## src/rtl/irda_pkg.sv

```systemverilog
package irda_pkg;

  // Receiver sequencing states
  typedef enum logic [1:0] {
    RX_IDLE = 2'd0,
    RX_HALF = 2'd1,
    RX_DATA = 2'd2,
    RX_STOP = 2'd3
  } rx_state_e;

  // Maps a rate code to a bit period in clock cycles; code 3 aliases the fastest rate
  function automatic int unsigned bit_period(input logic [1:0] sel,
                                             input int unsigned slow,
                                             input int unsigned mid,
                                             input int unsigned fast);
    case (sel)
      2'd0:    return slow;
      2'd1:    return mid;
      default: return fast;
    endcase
  endfunction

endpackage

```

## src/rtl/irda_rate_mux.sv

```systemverilog
module irda_rate_mux #(
  parameter int unsigned CNT_W    = 11,
  parameter int unsigned DIV_SLOW = 1920,
  parameter int unsigned DIV_MID  = 480,
  parameter int unsigned DIV_FAST = 160
) (
  input  logic [1:0]       sel,
  output logic [CNT_W-1:0] period
);
  assign period = CNT_W'(irda_pkg::bit_period(sel, DIV_SLOW, DIV_MID, DIV_FAST));
endmodule

```

## src/rtl/irda_det_sync.sv

```systemverilog
module irda_det_sync #(
  parameter int unsigned STAGES = 2
) (
  input  logic clk,
  input  logic rst,
  input  logic din,
  output logic rise
);
  // STAGES flops for metastability plus one for edge history
  logic [STAGES:0] sr;

  always_ff @(posedge clk) begin
    if (rst) sr <= '0;
    else     sr <= {sr[STAGES-1:0], din};
  end

  assign rise = sr[STAGES-1] & ~sr[STAGES];
endmodule

```

## src/rtl/irda_tx.sv

```systemverilog
module irda_tx #(
  parameter int unsigned DATA_W    = 8,
  parameter int unsigned CNT_W     = 11,
  parameter int unsigned PULSE_CYC = 30
) (
  input  logic              clk,
  input  logic              rst,
  input  logic [CNT_W-1:0]  period_in,
  input  logic              rx_busy,
  input  logic [DATA_W-1:0] tx_data,
  input  logic              tx_valid,
  output logic              tx_ready,
  output logic              tx_start,
  output logic              tx_active,
  output logic [CNT_W-1:0]  tx_period,
  output logic              ir_led
);
  localparam int unsigned FRAME_W = DATA_W + 2;
  localparam int unsigned FIDX_W  = $clog2(FRAME_W);

  logic               busy;
  logic [FRAME_W-1:0] shreg;
  logic [FIDX_W-1:0]  bit_idx;
  logic [CNT_W-1:0]   cnt;
  logic [CNT_W-1:0]   per_q;

  // accept only when idle and the receiver is not mid-frame
  assign tx_ready  = ~busy & ~rx_busy;
  assign tx_start  = tx_valid & tx_ready;
  assign tx_active = busy;
  assign tx_period = per_q;

  always_ff @(posedge clk) begin
    if (rst) begin
      busy    <= 1'b0;
      shreg   <= '1;
      bit_idx <= '0;
      cnt     <= '0;
      per_q   <= '0;
      ir_led  <= 1'b0;
    end else begin
      // pulse covers the first PULSE_CYC cycles of a zero-bit cell
      ir_led <= busy && !shreg[0] && (cnt < CNT_W'(PULSE_CYC));
      if (tx_start) begin
        busy    <= 1'b1;
        shreg   <= {1'b1, tx_data, 1'b0};
        bit_idx <= '0;
        cnt     <= '0;
        per_q   <= period_in;     // rate frozen for this frame
      end else if (busy) begin
        if (cnt == per_q - CNT_W'(1)) begin
          cnt   <= '0;
          shreg <= {1'b1, shreg[FRAME_W-1:1]};
          if (bit_idx == FIDX_W'(FRAME_W-1)) busy <= 1'b0;
          else                               bit_idx <= bit_idx + FIDX_W'(1);
        end else begin
          cnt <= cnt + CNT_W'(1);
        end
      end
    end
  end

  // Observer of LED run length, used only by the checks below
  logic [CNT_W-1:0] chk_run;
  always_ff @(posedge clk) begin
    if (rst)         chk_run <= '0;
    else if (ir_led) chk_run <= chk_run + CNT_W'(1);
    else             chk_run <= '0;
  end

  assert_pulse_len_R3: assert property (@(posedge clk) disable iff (rst)
    $fell(ir_led) |-> (chk_run == CNT_W'(PULSE_CYC)));

  assert_pulse_cap_R3: assert property (@(posedge clk) disable iff (rst)
    (ir_led && chk_run == CNT_W'(PULSE_CYC - 1)) |=> !ir_led);

  assert_idle_dark_R3: assert property (@(posedge clk) disable iff (rst)
    (!busy && !$past(busy)) |-> !ir_led);

  assert_accept_handshake_R4: assert property (@(posedge clk) disable iff (rst)
    $rose(busy) |-> ($past(tx_valid) && !$past(rx_busy)));

  assert_rate_held_R9: assert property (@(posedge clk) disable iff (rst)
    (busy && $past(busy)) |-> $stable(per_q));
endmodule

```

## src/rtl/irda_rx.sv

```systemverilog
module irda_rx #(
  parameter int unsigned DATA_W = 8,
  parameter int unsigned CNT_W  = 11
) (
  input  logic              clk,
  input  logic              rst,
  input  logic [CNT_W-1:0]  period_in,
  input  logic              det_rise,
  input  logic              tx_start,
  input  logic              tx_active,
  input  logic [CNT_W-1:0]  tx_period,
  output logic              rx_active,
  output logic [DATA_W-1:0] rx_data,
  output logic              rx_valid,
  output logic              rx_ferr
);
  import irda_pkg::*;

  localparam int unsigned IDX_W = (DATA_W > 1) ? $clog2(DATA_W) : 1;

  rx_state_e          state;
  logic [CNT_W-1:0]   cnt;
  logic [CNT_W-1:0]   per_q;
  logic [CNT_W-1:0]   blank_cnt;
  logic [IDX_W-1:0]   idx;
  logic [DATA_W-1:0]  shreg;
  logic               seen;
  logic               hit;
  logic               blanked;

  assign hit       = seen | det_rise;
  // own echo is ignored during transmit and one bit period after
  assign blanked   = tx_active | (blank_cnt != '0);
  assign rx_active = (state != RX_IDLE);

  always_ff @(posedge clk) begin
    if (rst) begin
      state     <= RX_IDLE;
      cnt       <= '0;
      per_q     <= '0;
      blank_cnt <= '0;
      idx       <= '0;
      shreg     <= '0;
      seen      <= 1'b0;
      rx_data   <= '0;
      rx_valid  <= 1'b0;
      rx_ferr   <= 1'b0;
    end else begin
      rx_valid <= 1'b0;

      if (tx_active)              blank_cnt <= tx_period;
      else if (blank_cnt != '0)   blank_cnt <= blank_cnt - CNT_W'(1);

      case (state)
        RX_IDLE: begin
          // a transmit acceptance on this edge wins over a start pulse
          if (det_rise && !blanked && !tx_start) begin
            state <= RX_HALF;
            per_q <= period_in;
            cnt   <= (period_in >> 1) - CNT_W'(1);
            seen  <= 1'b0;
            idx   <= '0;
          end
        end
        RX_HALF: begin
          // Windows are centred on the expected pulse positions
          if (cnt == '0) begin
            state <= RX_DATA;
            cnt   <= per_q - CNT_W'(1);
            seen  <= det_rise;
          end else begin
            cnt <= cnt - CNT_W'(1);
          end
        end
        RX_DATA: begin
          if (cnt == '0) begin
            shreg <= {~hit, shreg[DATA_W-1:1]};
            seen  <= 1'b0;
            cnt   <= per_q - CNT_W'(1);
            if (idx == IDX_W'(DATA_W-1)) state <= RX_STOP;
            else                         idx   <= idx + IDX_W'(1);
          end else begin
            seen <= hit;
            cnt  <= cnt - CNT_W'(1);
          end
        end
        RX_STOP: begin
          if (cnt == '0) begin
            rx_valid <= 1'b1;
            rx_data  <= shreg;
            rx_ferr  <= hit;
            state    <= RX_IDLE;
          end else begin
            seen <= hit;
            cnt  <= cnt - CNT_W'(1);
          end
        end
        default: state <= RX_IDLE;
      endcase
    end
  end

  assert_valid_single_R5: assert property (@(posedge clk) disable iff (rst)
    rx_valid |=> !rx_valid);

  assert_valid_from_stop_R5: assert property (@(posedge clk) disable iff (rst)
    $rose(rx_valid) |-> ($past(state) == RX_STOP));

  assert_no_start_blanked_R7: assert property (@(posedge clk) disable iff (rst)
    $rose(rx_active) |-> (!$past(tx_active) && ($past(blank_cnt) == '0)));

  assert_tx_wins_R8: assert property (@(posedge clk) disable iff (rst)
    $rose(rx_active) |-> !$past(tx_start));

  assert_rx_rate_held_R9: assert property (@(posedge clk) disable iff (rst)
    (rx_active && $past(rx_active)) |-> $stable(per_q));
endmodule

```

## src/rtl/irda_sir_xcvr.sv

```systemverilog
module irda_sir_xcvr #(
  parameter int unsigned DATA_W      = 8,
  parameter int unsigned DIV_SLOW    = 1920,
  parameter int unsigned DIV_MID     = 480,
  parameter int unsigned DIV_FAST    = 160,
  parameter int unsigned PULSE_CYC   = 30,
  parameter int unsigned SYNC_STAGES = 2
) (
  input  logic              clk,
  input  logic              rst,
  input  logic [1:0]        rate_sel,
  input  logic [DATA_W-1:0] tx_data,
  input  logic              tx_valid,
  output logic              tx_ready,
  output logic              ir_led,
  input  logic              ir_det,
  output logic [DATA_W-1:0] rx_data,
  output logic              rx_valid,
  output logic              rx_ferr
);
  // The slowest divider is the largest count held anywhere
  localparam int unsigned CNT_W = $clog2(DIV_SLOW + 1);

  logic [CNT_W-1:0] period;
  logic [CNT_W-1:0] tx_period;
  logic             tx_start;
  logic             tx_active;
  logic             rx_active;
  logic             det_rise;

  irda_rate_mux #(
    .CNT_W(CNT_W), .DIV_SLOW(DIV_SLOW), .DIV_MID(DIV_MID), .DIV_FAST(DIV_FAST)
  ) u_rate (
    .sel(rate_sel), .period(period)
  );

  irda_det_sync #(.STAGES(SYNC_STAGES)) u_sync (
    .clk(clk), .rst(rst), .din(ir_det), .rise(det_rise)
  );

  irda_tx #(.DATA_W(DATA_W), .CNT_W(CNT_W), .PULSE_CYC(PULSE_CYC)) u_tx (
    .clk(clk), .rst(rst), .period_in(period), .rx_busy(rx_active),
    .tx_data(tx_data), .tx_valid(tx_valid), .tx_ready(tx_ready),
    .tx_start(tx_start), .tx_active(tx_active), .tx_period(tx_period),
    .ir_led(ir_led)
  );

  irda_rx #(.DATA_W(DATA_W), .CNT_W(CNT_W)) u_rx (
    .clk(clk), .rst(rst), .period_in(period), .det_rise(det_rise),
    .tx_start(tx_start), .tx_active(tx_active), .tx_period(tx_period),
    .rx_active(rx_active), .rx_data(rx_data), .rx_valid(rx_valid),
    .rx_ferr(rx_ferr)
  );

  assert_half_duplex_R4: assert property (@(posedge clk) disable iff (rst)
    !(rx_active && tx_active));

  assert_reset_quiet_R1: assert property (@(posedge clk)
    $past(rst) |-> (!ir_led && !rx_valid));
endmodule

```

## config.mk

```make
export PLATFORM = sky130hd
export DESIGN_NAME = irda_sir_xcvr
export DESIGN_NICKNAME = d
export VERILOG_FILES = /design/src/rtl/irda_pkg.sv /design/src/rtl/irda_rate_mux.sv /design/src/rtl/irda_det_sync.sv /design/src/rtl/irda_tx.sv /design/src/rtl/irda_rx.sv /design/src/rtl/irda_sir_xcvr.sv
export SDC_FILE = /design/constraint.sdc
export NUM_CORES = 1
export LEC_CHECK = 0
export ABC_AREA = 0
export BUFFER_PORTS_ARGS = -buffer_cell sky130_fd_sc_hd__clkbuf_2
export CAP_MARGIN = 25
export CORE_MARGIN = 2
export CORE_UTILIZATION = 55
export CTS_CLUSTER_DIAMETER = 120
export CTS_CLUSTER_SIZE = 16
export DETAILED_ROUTE_END_ITERATION = 10
export GPL_ROUTABILITY_DRIVEN = 0
export GPL_TIMING_DRIVEN = 0
export PLACE_DENSITY = 0.73
export SYNTH_ARGS = -nofsm -noshare
export SYNTH_HDL_FRONTEND = slang
export SYNTH_SLANG_ARGS = --single-unit
```

## constraint.sdc

```tcl
create_clock -name clk -period 6.53 [get_ports clk]
set_clock_uncertainty 0.1 [all_clocks]
set_input_delay 1.306 -clock clk [delete_from_list [all_inputs] [get_ports clk]]
set_output_delay 1.306 -clock clk [all_outputs]
set_load 0.03 [all_outputs]
```

* Word-level counts from Yosys, hierarchy flattened
Index checks and enable logic that the tools add are counted.
** Storage, ports and cells
- Bits in registers :: 97
- Input bits :: 14
- Output and inout bits :: 12
- Logic and storage cells :: 110
** Cells by class
- $add $sub $neg :: 8
- Order comparisons :: 1
- Equal/unequal tests :: 14
- Muxes and demuxes :: 31
- Bitwise gates (word level) :: 11
- Reductions and logical operators :: 28
** Operator list (count)
- 11-bit 2-to-1 mux :: 6
- 11-bit by 1-bit subtractor with 11-bit output (second input constant) :: 4
- 11-bit case mux with 3 select lines :: 1
- 9-bit 2-to-1 mux :: 3
- 11-bit case mux with 2 select lines :: 1
- 11-bit by 1-bit adder with 11-bit output (second input constant) :: 1
- 11-bit equality test :: 1
- 11-bit logical NOT :: 1
- 11-bit by 5-bit < comparator with 1-bit output (second input constant) :: 1
- 11-bit nonzero test :: 1
- 10-bit by 1-bit subtractor with 11-bit output (second input constant) :: 1
- 2-bit 2-to-1 mux :: 5
- 2-bit by 1-bit inequality test with 1-bit output (second input constant) :: 5
- 2-bit AND reduction :: 5
- 2-bit nonzero test :: 5
- 1-bit 2-to-1 mux :: 9
- 3-bit 2-to-1 mux :: 3
- 2-bit case mux with 4 select lines :: 1
- 1-bit inverter :: 6
- 3-bit case mux with 2 select lines :: 1
- 3-bit AND reduction :: 2
- 2-bit OR reduction :: 3
- 5-bit AND reduction :: 1
- 4-bit by 1-bit adder with 4-bit output (second input constant) :: 1
- 13 further kinds :: 25

* Longest topological paths before layout
- Depth in word-level cells :: 8
- Depth in mapped cells :: 10

* Hierarchy
Synthesis repeated with hierarchy kept, for this count alone.
** Second synthesis, totals
- Cells, all modules :: 697
- Area total of the unflattened synthesis :: 5695.5 um^2
** Modules (own cells, without submodules)
- irda_rx :: times used 1, cells an instance 414, area each 3390.8 um^2
- irda_tx :: times used 1, cells an instance 263, area each 2137.0 um^2
- irda_det_sync :: times used 1, cells an instance 7, area each 87.6 um^2
- irda_rate_mux :: times used 1, cells an instance 13, area each 80.1 um^2

* Worst setup path after synthesis
OpenSTA, ideal clock, no wires.
- Path type :: input-to-reg
- Start :: input tx_valid
- End :: register u_rx.cnt[2]
- Arrival :: 2525 ps
- Setup slack :: 3820 ps
- Stages on the path :: 6
- Path buffers :: 1
- Cells stage by stage :: nor4b_1 -> a41oi_1 -> nor2_1 -> clkbuf_1 -> a21oi_1 -> a211oi_1
** On the way
- Longest elaborated chain between the ends :: 5
** Ends and longest elaborated chain
- start, declared :: RTL line irda_sir_xcvr.sv:13 : input logic tx_valid,
- 1-bit AND :: RTL line irda_tx.sv:29 : assign tx_start = tx_valid & tx_ready;
- 1-bit logical NOT :: RTL line irda_rx.sv:57 : if (det_rise && !blanked && !tx_start) begin
- 1-bit logical AND :: RTL line irda_rx.sv:57
- 2-bit by 1-bit inequality test with 1-bit output (no line)
- 2-bit AND reduction (no line)
- end signal, assigned :: RTL line irda_rx.sv:60 : cnt <= (period_in >> 1) - CNT_W'(1);
- end signal, assigned :: RTL line irda_rx.sv:69 : cnt <= per_q - CNT_W'(1);
- end signal, assigned :: RTL line irda_rx.sv:72 : cnt <= cnt - CNT_W'(1);
- end, declared :: RTL line irda_rx.sv:22 : logic [CNT_W-1:0] cnt;
Every way passes these cells.
A chain may end at the register's enable or synchronous reset.

* Final worst setup path
- Start :: register u_rx.state[0]
- End :: output tx_ready
** On the way
- Longest elaborated chain between the ends :: 3
** Ends and longest elaborated chain
- start, declared :: RTL line irda_rx.sv:21 : rx_state_e state;
- start signal, assigned :: RTL line irda_rx.sv:38 : state <= RX_IDLE;
- start signal, assigned :: RTL line irda_rx.sv:58 : state <= RX_HALF;
- start signal, assigned :: RTL line irda_rx.sv:68 : state <= RX_DATA;
- 2-bit nonzero test :: RTL line irda_rx.sv:34 : assign rx_active = (state != RX_IDLE);
- 1-bit inverter :: RTL line irda_tx.sv:28 : assign tx_ready = ~busy & ~rx_busy;
- 1-bit AND :: RTL line irda_tx.sv:28
- end, declared :: RTL line irda_sir_xcvr.sv:14 : output logic tx_ready,
Every way passes these cells.

==> reports/results.txt <==
1st-iter DRT viols: 229
clock sinks: 85
number of flops mapped to enable cells by yosys: 0
Hold Crit Class: reg -> reg
Worst setup EP type: output pin
syn avg cell area: 8.44 um^2
final worst path period need: 3.07 ns
Placed Instances: 642
startpoint types: register
Seq cells post-synth: 85
clock-pin slew on the worst setup and hold paths: 0.09 ns
Design Area, Final: 4770 um^2
vias in the first global route: 3,516
R2R Setup Slk: 3.75 ns
Worst-Margin Slew: 0.842 ns
clock root buffer master: clkbuf_8
hpwl dp: 7.05 mm
io pins: 26
mux contribution to synthesized area: 3.68%
synthesized cell area: 4350 um^2
Power per Cell Area: 427 nW/um^2
Worst Reg2Reg Path Length in Cells: 9
sequential cell area fraction in the yosys report: 39.1%
multi-input logic area: 2460 um^2
FFs w/ async S/R, synth: 0%
min-delay src: u_sync.sr[0]
share of cells above drive strength 1: 12.2%
CTS tree: done
Fin. Hold Viols: 0
FF-to-FF Start: u_tx.tx_period[5]
adder-cell area share of the yosys netlist: 4.61%
Worst VDD drop: 0.280 mV
post-synthesis xor/xnor area fraction: 7.05%
complex-gate fraction of the synthesized area: 15.2%
run status: finished, final reports clean
dominant synthesized flop cell: dfxtp_1
drt pass-1 iters: 6
Total Routing Usage GR: 24.3%
Vias: 3,740
Post-CTS Setup Repair Bufs: 0
YS warnings: 0
vias per cell: 5.68
Max-slew headroom: 43.8%
Hold Path Depth: 1
Starting Density: 56.5%
WHS: 0.345 ns
top cell type by total area after synthesis: dfxtp_1
Post-DP Area: 4600 um^2
Tcrit/Tclk final: 47.0%
Max Freq: 0.326 GHz
top cell type's share of synthesized area: 39.1%
Synth Area in Simple Gates: 26.1%
final-stage net count: 581
Syn-to-layout area delta: 9.82%
Synth Net Count: 545
Synth cell types: 62
Register Area: 1700 um^2
cts repair resizes: 0
diode count: 0
# rows: 32
Pleak: 1.86 nW
hold_buf cts: 0
WHS Endpoint: u_sync.sr[1]
worst-path fanout max: 4
Final Total Pwr: 2.04 mW
IO Port Bufs: 25
final setup fails: 0
post-route setup TNS: 0 ns
Post-Route WL: 9.72 mm
gr ovfl total: 0
CP Data Arrival Time: 1.66 ns
antenna violations before repair: 0
Die Height: 92.9 um
largest net degree at the start of global routing: 16
Setup WS post-layout: 3.46 ns
Finished Layout Cells: 658
largest family of logic cells by synthesized area: simple AND/OR/NAND/NOR gates
DRC: 0
DIE AREA: 8630 um^2
pre-CTS setup slack: 3.25 ns
average wire per standard cell: 14.8 um
CP required: 5.12 ns
first-pass GRT wire length: 16.7 mm
Num CTS Buffers: 9
post-route ant nets: 0
worst r2r dst: u_tx.cnt[8]
Fillers: 712
maxcap violations: 0
Clock Path Buffers: 2
beginning of the critical path: u_rx.state[0]
Layout Utilization: 62.1%
CORE AREA: 7690 um^2
RSZ-0062 raised after global routing: false
H-tree levels: 3
synth top area cells: dfxtp_1 (39%), nor2_1 (6.0%), ha_1 (4.6%), nand2_1 (4.4%), xor2_1 (3.8%)
critical path type: reg -> out
Skew-Pair Late Insertion Delay: 0.36 ns
post-synthesis instance total: 515
die width: 92.9 um
Final Max Slew Viols: 0
-- where the power goes --
part | internal (mW) | total [mW] | switching [mW] | leakage (nW)
Combinational | 0.417 | 1.04 | 0.621 | 1.09
Clock | 0.139 | 0.337 | 0.197 | 0.0820
Sequential | 0.591 | 0.665 | 0.0735 | 0.691
Total | 1.15 | 2.04 | 0.892 | 1.86
-- sequential cells by signal, summed over array words and instances, names as in the netlist, 2 cells and up --
| signal | flops |
|---|---|
| u_tx.cnt | 11 |
| u_rx.per_q | 5 |
| u_rx.blank_cnt | 11 |
| u_tx.tx_period | 5 |
| u_rx.rx_data | 8 |
| u_tx.shreg | 9 |
| u_rx.state | 2 |
| u_rx.cnt | 11 |
| u_tx.bit_idx | 4 |
| u_rx.idx | 3 |
| u_rx.shreg | 8 |
| u_sync.sr | 3 |
-- worst max-delay path, stage by stage, from the launching register on --
cell and delay [ns]:
dfxtp_1 0.35, inv_1 0.14, ha_1 0.24, inv_1 0.09, nor2_1 0.23, clkbuf_2 0.26
-- cells by family after synthesis --
| family | Yosys count |
|---|---|
| AO/OA/AOI/OAI | 96 |
| XOR/XNOR | 35 |
| adder cells (fa/ha/maj) | 16 |
| buffers and inverters | 42 |
| flip-flops | 85 |
| multiplexers | 16 |
| AND/OR/NAND/NOR | 225 |
-- cell usage in the layout, fill, tap and decap left out, types with 5 or more instances in the layout --
cell type	count
o21ai_0	9
nor4_1	7
clkbuf_8	9
dfxtp_1	85
clkbuf_2	25
or4_1	5
clkbuf_1	19
nor2b_1	5
and3_1	6
nand2b_1	6
a21oi_1	33
nand3_1	11
a211oi_1	18
inv_1	13
nor2_1	69
and2_1	12
mux2i_1	16
xnor2_1	16
nand4_1	10
buf_2	5
nand3b_1	9
ha_1	16
xor2_1	19
nor3_1	14
nand2_1	51
-- layout make-up --
type	count	share of cell area [%]
sequential	85	35.6
clock buffer	9	2.60
tap	102	2.67
buffer	28	2.73
timing repair buffer	25	2.62
multi-input combinational	388	51.6
inverter	14	1.10
clock inverter	7	1.05
-- routing by layer --
layer / wire [um] / part of all wire (%) / global-route usage [%]
met1: 4530 / 47 / 32.1
met2: 4540 / 47 / 39.8
met3: 423 / 4.4 / 3.99
met4: 219 / 2.3 / 9.31
met5: 0 / 0 / 0
-- worst max-delay path by stage --
stage                   to  slack, ns  cells after the start
2_1_floorplan  u_rx.cnt[2]       3.82                      6
3_3_place_gp   u_rx.cnt[2]       3.23                      7
3_5_place_dp   u_rx.cnt[2]       3.25                      7
4_1_cts           tx_ready       3.45                      5
5_1_grt           tx_ready       3.37                      5
6_report          tx_ready       3.46                      5
-- synth_stat cells, types with 9 or more instances --
cell type / n
nand4_1: 10
and2_1: 12
nor3_1: 14
xnor2_1: 16
nor2_1: 69
nand3b_1: 9
xor2_1: 19
nand3_1: 11
ha_1: 16
a21oi_1: 33
a211oi_1: 18
clkbuf_1: 19
o21ai_0: 9
inv_1: 13
nand2_1: 51
dfxtp_1: 85
mux2i_1: 16
Power figures use the tool's default switching activity.
